`config.mk`:
```
export PLATFORM = sky130hd
export DESIGN_NAME = refmode_ctrl
export DESIGN_NICKNAME = d
export VERILOG_FILES = /design/src/rtl/refmode_pkg.sv /design/src/rtl/refmode_datapath.sv /design/src/rtl/refmode_control.sv /design/src/rtl/refmode_ctrl.sv
export SDC_FILE = /design/constraint.sdc
export NUM_CORES = 1
export LEC_CHECK = 0
export ABC_AREA = 1
export ABC_CLOCK_PERIOD_IN_PS = 2000
export BUFFER_PORTS_ARGS = -buffer_cell sky130_fd_sc_hd__buf_2
export CAP_MARGIN = 20
export CORE_ASPECT_RATIO = 1.5
export CORE_MARGIN = 2
export CORE_UTILIZATION = 59
export DETAILED_ROUTE_END_ITERATION = 6
export GPL_ROUTABILITY_DRIVEN = 0
export PLACE_DENSITY = 0.79
export SLEW_MARGIN = 10
export SYNTH_ARGS = -nofsm -noshare
export SYNTH_HDL_FRONTEND = slang
export SYNTH_SLANG_ARGS = --single-unit
```
`constraint.sdc`:
```
create_clock -name clk -period 2 [get_ports clk]
set_input_delay 0.4 -clock clk [delete_from_list [all_inputs] [get_ports clk]]
set_output_delay 0.4 -clock clk [all_outputs]
set_load 0.01 [all_outputs]
```
`src/rtl/refmode_pkg.sv`:
```
package refmode_pkg;

  typedef enum logic [2:0] {
    MODE_FREE    = 3'b001,
    MODE_PRELOCK = 3'b010,
    MODE_LOST    = 3'b011,
    MODE_LOCKED  = 3'b100,
    MODE_HOLD    = 3'b101
  } mode_e;

  // strobes from the control FSM to the datapath
  typedef struct packed {
    logic loadBest;
    logic clearSel;
    logic acqClr;
    logic acqRun;
    logic ageRun;
    logic ageClr;
    logic markFail;
    logic clrFail;
  } strobe_t;

endpackage

```
`src/rtl/refmode_datapath.sv`:
```
module refmode_datapath
  import refmode_pkg::*;
#(
  parameter int NUM_REFS   = 4,
  parameter int IDX_W      = 2,
  parameter int ACQ_TICKS  = 100,
  parameter int HOLD_TICKS = 300
) (
  input  logic                      clk,
  input  logic                      rstN,
  input  logic [NUM_REFS-1:0]       refValid,
  input  logic [NUM_REFS*IDX_W-1:0] prioList,
  input  logic                      tick,
  input  strobe_t                   strb,
  output logic                      anyValid,
  output logic                      selOk,
  output logic                      acqAtLimit,
  output logic                      holdOk,
  output logic [IDX_W-1:0]          selRef,
  output logic                      selValid
);

  localparam int ACQ_W  = $clog2(ACQ_TICKS + 1);
  localparam int HOLD_W = $clog2(HOLD_TICKS + 1);

  logic [ACQ_W-1:0]  acqCnt;
  logic [HOLD_W-1:0] ageCnt;
  logic [IDX_W-1:0]  failIdx;
  logic              failActive;
  logic [IDX_W-1:0]  plainBest, maskBest, bestIdx, cand;
  logic              plainFound, maskFound;

  // priority scan, lowest entry wins; second result skips the failed ref
  always_comb begin
    plainFound = 1'b0;
    maskFound  = 1'b0;
    plainBest  = '0;
    maskBest   = '0;
    cand       = '0;
    for (int i = NUM_REFS - 1; i >= 0; i--) begin
      cand = prioList[i*IDX_W +: IDX_W];
      if (int'(cand) < NUM_REFS && refValid[cand]) begin
        plainFound = 1'b1;
        plainBest  = cand;
        if (!(failActive && cand == failIdx)) begin
          maskFound = 1'b1;
          maskBest  = cand;
        end
      end
    end
  end

  assign bestIdx    = maskFound ? maskBest : plainBest;
  assign anyValid   = plainFound;
  assign selOk      = selValid && refValid[selRef];
  assign acqAtLimit = tick && (acqCnt == ACQ_W'(ACQ_TICKS - 1));

  always_ff @(posedge clk or negedge rstN) begin
    if (!rstN) begin
      selRef   <= '0;
      selValid <= 1'b0;
    end else if (strb.loadBest) begin
      selRef   <= bestIdx;
      selValid <= 1'b1;
    end else if (strb.clearSel) begin
      selValid <= 1'b0;
    end
  end

  always_ff @(posedge clk or negedge rstN) begin
    if (!rstN)                  acqCnt <= '0;
    else if (strb.acqClr)       acqCnt <= '0;
    else if (strb.acqRun && tick) acqCnt <= acqCnt + 1'b1;
  end

  always_ff @(posedge clk or negedge rstN) begin
    if (!rstN) begin
      ageCnt <= '0;
      holdOk <= 1'b0;
    end else if (strb.ageClr) begin
      ageCnt <= '0;
      holdOk <= 1'b0;
    end else if (strb.ageRun && tick && !holdOk) begin
      if (ageCnt == HOLD_W'(HOLD_TICKS - 1)) holdOk <= 1'b1;
      else                                   ageCnt <= ageCnt + 1'b1;
    end
  end

  always_ff @(posedge clk or negedge rstN) begin
    if (!rstN) begin
      failIdx    <= '0;
      failActive <= 1'b0;
    end else if (strb.markFail) begin
      failIdx    <= selRef;
      failActive <= 1'b1;
    end else if (strb.clrFail) begin
      failActive <= 1'b0;
    end
  end

endmodule

```
`src/rtl/refmode_control.sv`:
```
module refmode_control
  import refmode_pkg::*;
(
  input  logic    clk,
  input  logic    rstN,
  input  logic    evalDone,
  input  logic    pllLocked,
  input  logic    anyValid,
  input  logic    selOk,
  input  logic    acqAtLimit,
  input  logic    holdOk,
  output strobe_t strb,
  output mode_e   mode
);

  mode_e nextMode;

  always_comb begin
    nextMode = mode;
    strb     = '0;
    unique case (mode)
      MODE_FREE: begin
        if (evalDone && anyValid) begin
          nextMode      = MODE_PRELOCK;
          strb.loadBest = 1'b1;
          strb.acqClr   = 1'b1;
        end
      end
      MODE_PRELOCK, MODE_LOST: begin
        strb.acqRun = 1'b1;
        if (!selOk) begin
          if (mode == MODE_LOST && anyValid) begin
            nextMode      = MODE_LOST;
            strb.loadBest = 1'b1;
            strb.acqClr   = 1'b1;
          end else if (mode == MODE_LOST && holdOk) begin
            nextMode      = MODE_HOLD;
            strb.clearSel = 1'b1;
          end else begin
            nextMode      = MODE_FREE;
            strb.clearSel = 1'b1;
            strb.ageClr   = 1'b1;
          end
        end else if (pllLocked) begin
          nextMode     = MODE_LOCKED;
          strb.clrFail = 1'b1;
        end else if (acqAtLimit) begin
          nextMode      = MODE_FREE;
          strb.markFail = 1'b1;
          strb.clearSel = 1'b1;
          strb.ageClr   = 1'b1;
        end
      end
      MODE_LOCKED: begin
        strb.ageRun = 1'b1;
        if (!selOk) begin
          if (anyValid) begin
            nextMode      = MODE_LOST;
            strb.loadBest = 1'b1;
            strb.acqClr   = 1'b1;
          end else if (holdOk) begin
            nextMode      = MODE_HOLD;
            strb.clearSel = 1'b1;
          end else begin
            nextMode      = MODE_FREE;
            strb.clearSel = 1'b1;
            strb.ageClr   = 1'b1;
          end
        end
      end
      MODE_HOLD: begin
        if (anyValid) begin
          nextMode      = MODE_PRELOCK;
          strb.loadBest = 1'b1;
          strb.acqClr   = 1'b1;
        end
      end
      default: begin
        nextMode      = MODE_FREE;
        strb.clearSel = 1'b1;
        strb.ageClr   = 1'b1;
      end
    endcase
  end

  always_ff @(posedge clk or negedge rstN) begin
    if (!rstN) mode <= MODE_FREE;
    else       mode <= nextMode;
  end

endmodule

```
`src/rtl/refmode_ctrl.sv`:
```
module refmode_ctrl
  import refmode_pkg::*;
#(
  parameter int NUM_REFS   = 4,
  parameter int IDX_W      = (NUM_REFS > 1) ? $clog2(NUM_REFS) : 1,
  parameter int ACQ_TICKS  = 100,
  parameter int HOLD_TICKS = 300
) (
  input  logic                      clk,
  input  logic                      rstN,
  input  logic [NUM_REFS-1:0]       refValid,
  input  logic [NUM_REFS*IDX_W-1:0] prioList,
  input  logic                      evalDone,
  input  logic                      pllLocked,
  input  logic                      tick,
  output logic [2:0]                modeCode,
  output logic [IDX_W-1:0]          selRef,
  output logic                      selValid,
  output logic                      holdoverOk
);

  strobe_t strb;
  mode_e   mode;
  logic    anyValid, selOk, acqAtLimit;

  refmode_control ctrl_i (
    .clk        (clk),
    .rstN       (rstN),
    .evalDone   (evalDone),
    .pllLocked  (pllLocked),
    .anyValid   (anyValid),
    .selOk      (selOk),
    .acqAtLimit (acqAtLimit),
    .holdOk     (holdoverOk),
    .strb       (strb),
    .mode       (mode)
  );

  refmode_datapath #(
    .NUM_REFS   (NUM_REFS),
    .IDX_W      (IDX_W),
    .ACQ_TICKS  (ACQ_TICKS),
    .HOLD_TICKS (HOLD_TICKS)
  ) dp_i (
    .clk        (clk),
    .rstN       (rstN),
    .refValid   (refValid),
    .prioList   (prioList),
    .tick       (tick),
    .strb       (strb),
    .anyValid   (anyValid),
    .selOk      (selOk),
    .acqAtLimit (acqAtLimit),
    .holdOk     (holdoverOk),
    .selRef     (selRef),
    .selValid   (selValid)
  );

  assign modeCode = mode;

endmodule

```
Yosys cells after proc, flatten, opt, wreduce, memory -nomap -nowiden
Cells that the tools add are included.
{"block": "word_totals", "word_cells": 139, "regBits": 26, "in_bits": 17}
{"block": "op_classes", "reduce_logical": 23, "mux": 85, "n_eq_ne": 16, "add_sub_neg": 2, "magnitude_cmp": 5}
{"cell": "$mux W1", "n": 42}
{"cell": "$mux W2", "n": 17}
{"cell": "$mux W3", "n": 11}
{"cell": "$mux W9", "n": 3}
{"cell": "$lt A2 B3 Y1 const B", "n": 5}
{"cell": "$mux W7", "n": 2}
{"cell": "$logic_and A1 B1 Y1", "n": 12}
{"cell": "$pmux W3 S4", "n": 1}
{"cell": "$bmux W1 S2", "n": 5}
{"cell": "$reduce_bool A2 Y1", "n": 5}
{"cell": "$add A9 B1 Y9 const B", "n": 1}
{"cell": "$eq A9 B9 Y1 const B", "n": 1}
{"cell": "$eq A2 B2 Y1", "n": 4}
{"cell": "$pmux W1 S4", "n": 2}
{"cell": "$add A7 B1 Y7 const B", "n": 1}
{"cell": "$eq A7 B7 Y1 const B", "n": 1}
{"cell": "$eq A3 B2 Y1 const B", "n": 2}
{"cell": "$eq A3 B3 Y1 const B", "n": 2}
{"cell": "$pmux W1 S3", "n": 2}
{"cell": "$ne A2 B1 Y1 const B", "n": 2}
{"cell": "$ne A2 B2 Y1 const B", "n": 2}
{"cell": "$ne A4 B4 Y1 const B", "n": 1}
{"cell": "$reduce_and A2 Y1", "n": 2}
{"cell": "$reduce_and A4 Y1", "n": 1}
{"cell": "other kinds (3)", "n": 4}

Depth between registers and ports, before layout
{"block": "logic_depth", "ltp_word": 12, "mapped_depth": 13}

Cells and area by module
A second synthesis with hierarchy kept.
{"block": "hier_totals", "hier_cells": 336, "area_unflattened_um2": 2094.5}
{"mod": "refmode_datapath", "area_each_um2": 1749.2, "cells_per_inst": 276, "instances": 1, "seq_area_each_um2": 575.6}
{"mod": "refmode_control", "area_each_um2": 345.3, "cells_per_inst": 60, "instances": 1, "seq_area_each_um2": 76.3}

Least setup slack after synthesis
No wires, ideal clock.
{"block": "synth_path", "path_type": "register to register", "from": "reg ctrl_i.mode[0]", "to": "reg dp_i.selRef[1]", "setup_slack_ns": 0.489, "arrival_time_ns": 1.447, "synth_period_minus_slack_ns": 1.511, "setup_time_ns": 0.064, "stages_incl_launch_ff": 9, "n_path_buf": 0, "cell_sequence": "dfstp_2 inv_1 nor2_1 nor3_1 nor2_2 nand2_4 inv_6 nand2_2 nand2_2"}
{"block": "synth_via", "elab_chain_len": 5, "elab_cells_between_ends": 10}
{"item": "start: declaration", "line": "refmode_control.sv:13", "rtl": "output mode_e mode"}
{"item": "start signal: assignment", "line": "refmode_control.sv:88", "rtl": "else mode <= nextMode;"}
{"item": "$eq A3 B2 Y1", "line": "refmode_control.sv:21, refmode_control.sv:32"}
{"item": "$logic_and A1 B1 Y1", "line": "refmode_control.sv:32", "rtl": "if (mode == MODE_LOST && anyValid) begin"}
{"item": "$mux W1", "line": "refmode_control.sv:32"}
{"item": "$mux W1", "line": "refmode_control.sv:31", "rtl": "if (!selOk) begin"}
{"item": "$pmux W1 S4 (*)", "line": "refmode_control.sv:21", "rtl": "unique case (mode)"}
{"item": "end signal: assignment", "line": "refmode_datapath.sv:63", "rtl": "selRef <= bestIdx;"}
{"item": "end: declaration", "line": "refmode_datapath.sv:19", "rtl": "output logic [IDX_W-1:0] selRef,"}
Every way passes the cells marked *; elsewhere a longest branch is shown, timed or not.
A chain may end at the register's enable or synchronous reset.

Worst setup path after layout
{"block": "layout_path", "from": "reg dp_i.ageCnt[0]", "to": "reg dp_i.ageCnt[6]"}
{"block": "layout_via", "elab_chain_len": 4, "elab_cells_between_ends": 7}
{"item": "start: declaration", "line": "refmode_datapath.sv:27", "rtl": "logic [HOLD_W-1:0] ageCnt;"}
{"item": "start signal: assignment", "line": "refmode_datapath.sv:85", "rtl": "else ageCnt <= ageCnt + 1'b1;"}
{"item": "$add A9 B1 Y9", "line": "refmode_datapath.sv:85"}
{"item": "$mux W9", "line": "refmode_datapath.sv:84", "rtl": "if (ageCnt == HOLD_W'(HOLD_TICKS - 1)) holdOk <= 1'b1;"}
{"item": "$mux W9", "line": "refmode_datapath.sv:83", "rtl": "end else if (strb.ageRun && tick && !holdOk) begin"}
{"item": "$mux W9", "line": "refmode_datapath.sv:80", "rtl": "end else if (strb.ageClr) begin"}
Parallel ways exist; a longest one is shown, timed or not. The select of a mux whose other input is x is not followed.

==> metrics.cfg <==
[finish]
fin_nets=371
antenna_cells=0
multi_input_area_um2=1370
nFillCells=353
instances_no_fill=394
seqCellArea_um2=652
drive_above_1_share_pct=26.8
area_growth_pct=10.8

[detailed_routing]
drc=0
drt_iter0_drc=71
drt_wl_total_mm=5.03
antenna_left=0
vias=2082
wl_per_cell_um=12.8
dr.pass1.iters=4
viasPerCell=5.28

[clocking]
cts-resized-gates=0
h-tree-depth=1
clockRootBuffer=clkbuf_8
cts_tree=built
cts.sinks=26
cts_setup_buffers=0
numCtsBuffers=3
hold_buffers=0
clock_path_buffers=2
clkTransAtPathRegs_ps=90
clock_latency_ps=270

[floorplanning]
die_w_um=54.0
rows=27
dieArea_um2=4270
initial_utilization_pct=60.7
fp.dieH_um=79.1
pin_count=24
core_area_um2=3650

[synth]
synth_top_area_cell=dfrtp_1
avgSynthCellArea_um2=6.84
synth_top_area_share_pct=28.2
netlist_area_um2=2220
netlist_instances=324
yosys.cell_count.top_type=nand2_1
synth_commonest_cells=nand2_1, inv_1, nand3_1
ys_warn_count=0
seq_area_frac_synth_pct=29.4
synth_ff_type=dfrtp_1
synth_cell_type_count=30
synthArstFlopShare_pct=100
synth_seq_cells=26
synthTopCellsByArea=dfrtp_1, nand2_1, inv_1
synth_edf_count=0
synth_nets=343

[worst_setup_path]
worstSetupPathType=reg2reg
cp_common_cell=nand2_1
worstPathMaxFanout=7
cp_cell_sequence=ha_1 > nand2_1 > nor3_1 > nand4_1 > nand2_2 > inv_2 > nand2_1 > xor2_1 > nor2_2
end_kind=register
startpoint_type=register
required_ps=2170
max_stage_delay_ps=420
crit_family=simple AND/OR/NAND/NOR gates
cp_slowest_cell=dfrtp_1
worst-path-buf-inv=1
cp.arrival_ps=1920

[run]
maxCapViolations=0

[timing]
tightest_slew_ps=583
hold_viol_final=0
clock.fmax_mhz=571
layout_min_cycle_time_ps=1750
drv_slew=0
slew-limit-headroom_pct=61.1
skew_ps=1.62
tns_ps=0
period_share_pct=87.6
setup_slack_ps=248
rsz0062_at_grt=no
setup_viol=0

[placement]
pre_cts_slack_ps=232
dpl.cell_count=390
io_buffers=23
dp.final_hpwl_mm=4.07

[power_and_ir_drop]
power.density_nw_per_um2=810
worst_ir_drop_vdd_mv=0.522
leakagePower_uw=0.00126

[global_route]
grt_overflow=0
antenna_found_initial=0
grt_pass1_wl_mm=8.37
grt_usage_pct=26.3
grt_pass1_vias=2032
grt_max_degree=27

[status]
status=complete, no violations

[hold_path]
hold_path_class=in2async

-- kinds of logic (layout without fill, tap and decap cells) --
group / count (synthesis) / count (layout) / synth area share [%]
buf+inv: 50 / 77 / 8.92
fa+ha+maj: 2 / 2 / 1.13
simple gates: 211 / 211 / 48.6
compound gates: 21 / 21 / 6.38
flops: 26 / 26 / 29.4
xor+xnor: 14 / 14 / 5.53
-- layout make-up --
type                       count  share of cell area [%]
multi-input combinational    248                    55.6
tap                           43                    2.19
clock buffer                   3                    1.68
inverter                      50                    8.05
clock inverter                 1                    1.22
timing repair buffer          23                    4.69
sequential                    26                    26.5
-- worst register-to-register path: cells and delay by family, from the launching register on --
kind	cells	cell delay (ps)
XOR/XNOR	1	180
adder cells (fa/ha/maj)	1	260
buffers and inverters	1	90
flip-flops	1	420
AND/OR/NAND/NOR	6	690
-- flip-flops by register name, summed over array words and instances (netlist names) --
| signal | count |
|---|---|
| dp_i.selRef | 2 |
| dp_i.holdOk | 1 |
| dp_i.failActive | 1 |
| ctrl_i.mode | 3 |
| dp_i.selValid | 1 |
| dp_i.ageCnt | 9 |
| dp_i.failIdx | 2 |
| dp_i.acqCnt | 7 |
-- layer usage --
layer	up-vias	global-route usage (%)	part of all wire, %
met4	0	12.3	4.0
li1	1063	-	-
met3	19	2.44	2.2
met5	-	0	0
met1	958	27.2	38
met2	42	49.9	56
-- stage by stage --
| step | util [%] | hold slack, ps | total power, uW | instance area [um2] |
|---|---|---|---|---|
| finish | 67.3 | 118 | 1990 | 2460 |
| global route | 67.3 | 153 | 2140 | 2460 |
| CTS | 67.3 | 139 | 2010 | 2460 |
| detailed placement | 65.4 | 431 | 1570 | 2380 |
| global placement | 65.4 | 427 | 1560 | 2380 |
| floorplan | - | 104 | 1350 | 2220 |
-- final timing paths --
check / from / to / slack (ps) / cells after the start
max: dp_i.ageCnt[0] / dp_i.ageCnt[6] / 250 / 9
min: rstN / dp_i.acqCnt[0] / 120 / 1
max reg2reg: dp_i.ageCnt[0] / dp_i.ageCnt[6] / 250 / 9
min reg2reg: dp_i.failActive / dp_i.failActive / 490 / 2
max in group asynchronous: rstN / ctrl_i.mode[2] / 1500 / 1
min in group clk: dp_i.failActive / dp_i.failActive / 490 / 2
-- cells in the final DEF, fill, tap and decap left out, types with 5 or more instances in the layout --
master and instances:
nor2_2 15, nand3_1 26, nand2_1 99, inv_2 8, nor2_1 24, nor2_4 6
dfrtp_1 25, buf_2 23, nand2_2 14, a21oi_1 7, nand4_1 9, o21ai_0 6
inv_1 38, xor2_1 12, nand3_2 5
-- power breakdown --
part	total, uW	internal [uW]	switching, uW
sequential	673	594	79.2
clock	434	268	166
combinational	882	290	592
total	1990	1150	837
Note: power is estimated with default switching activity, not from simulation.
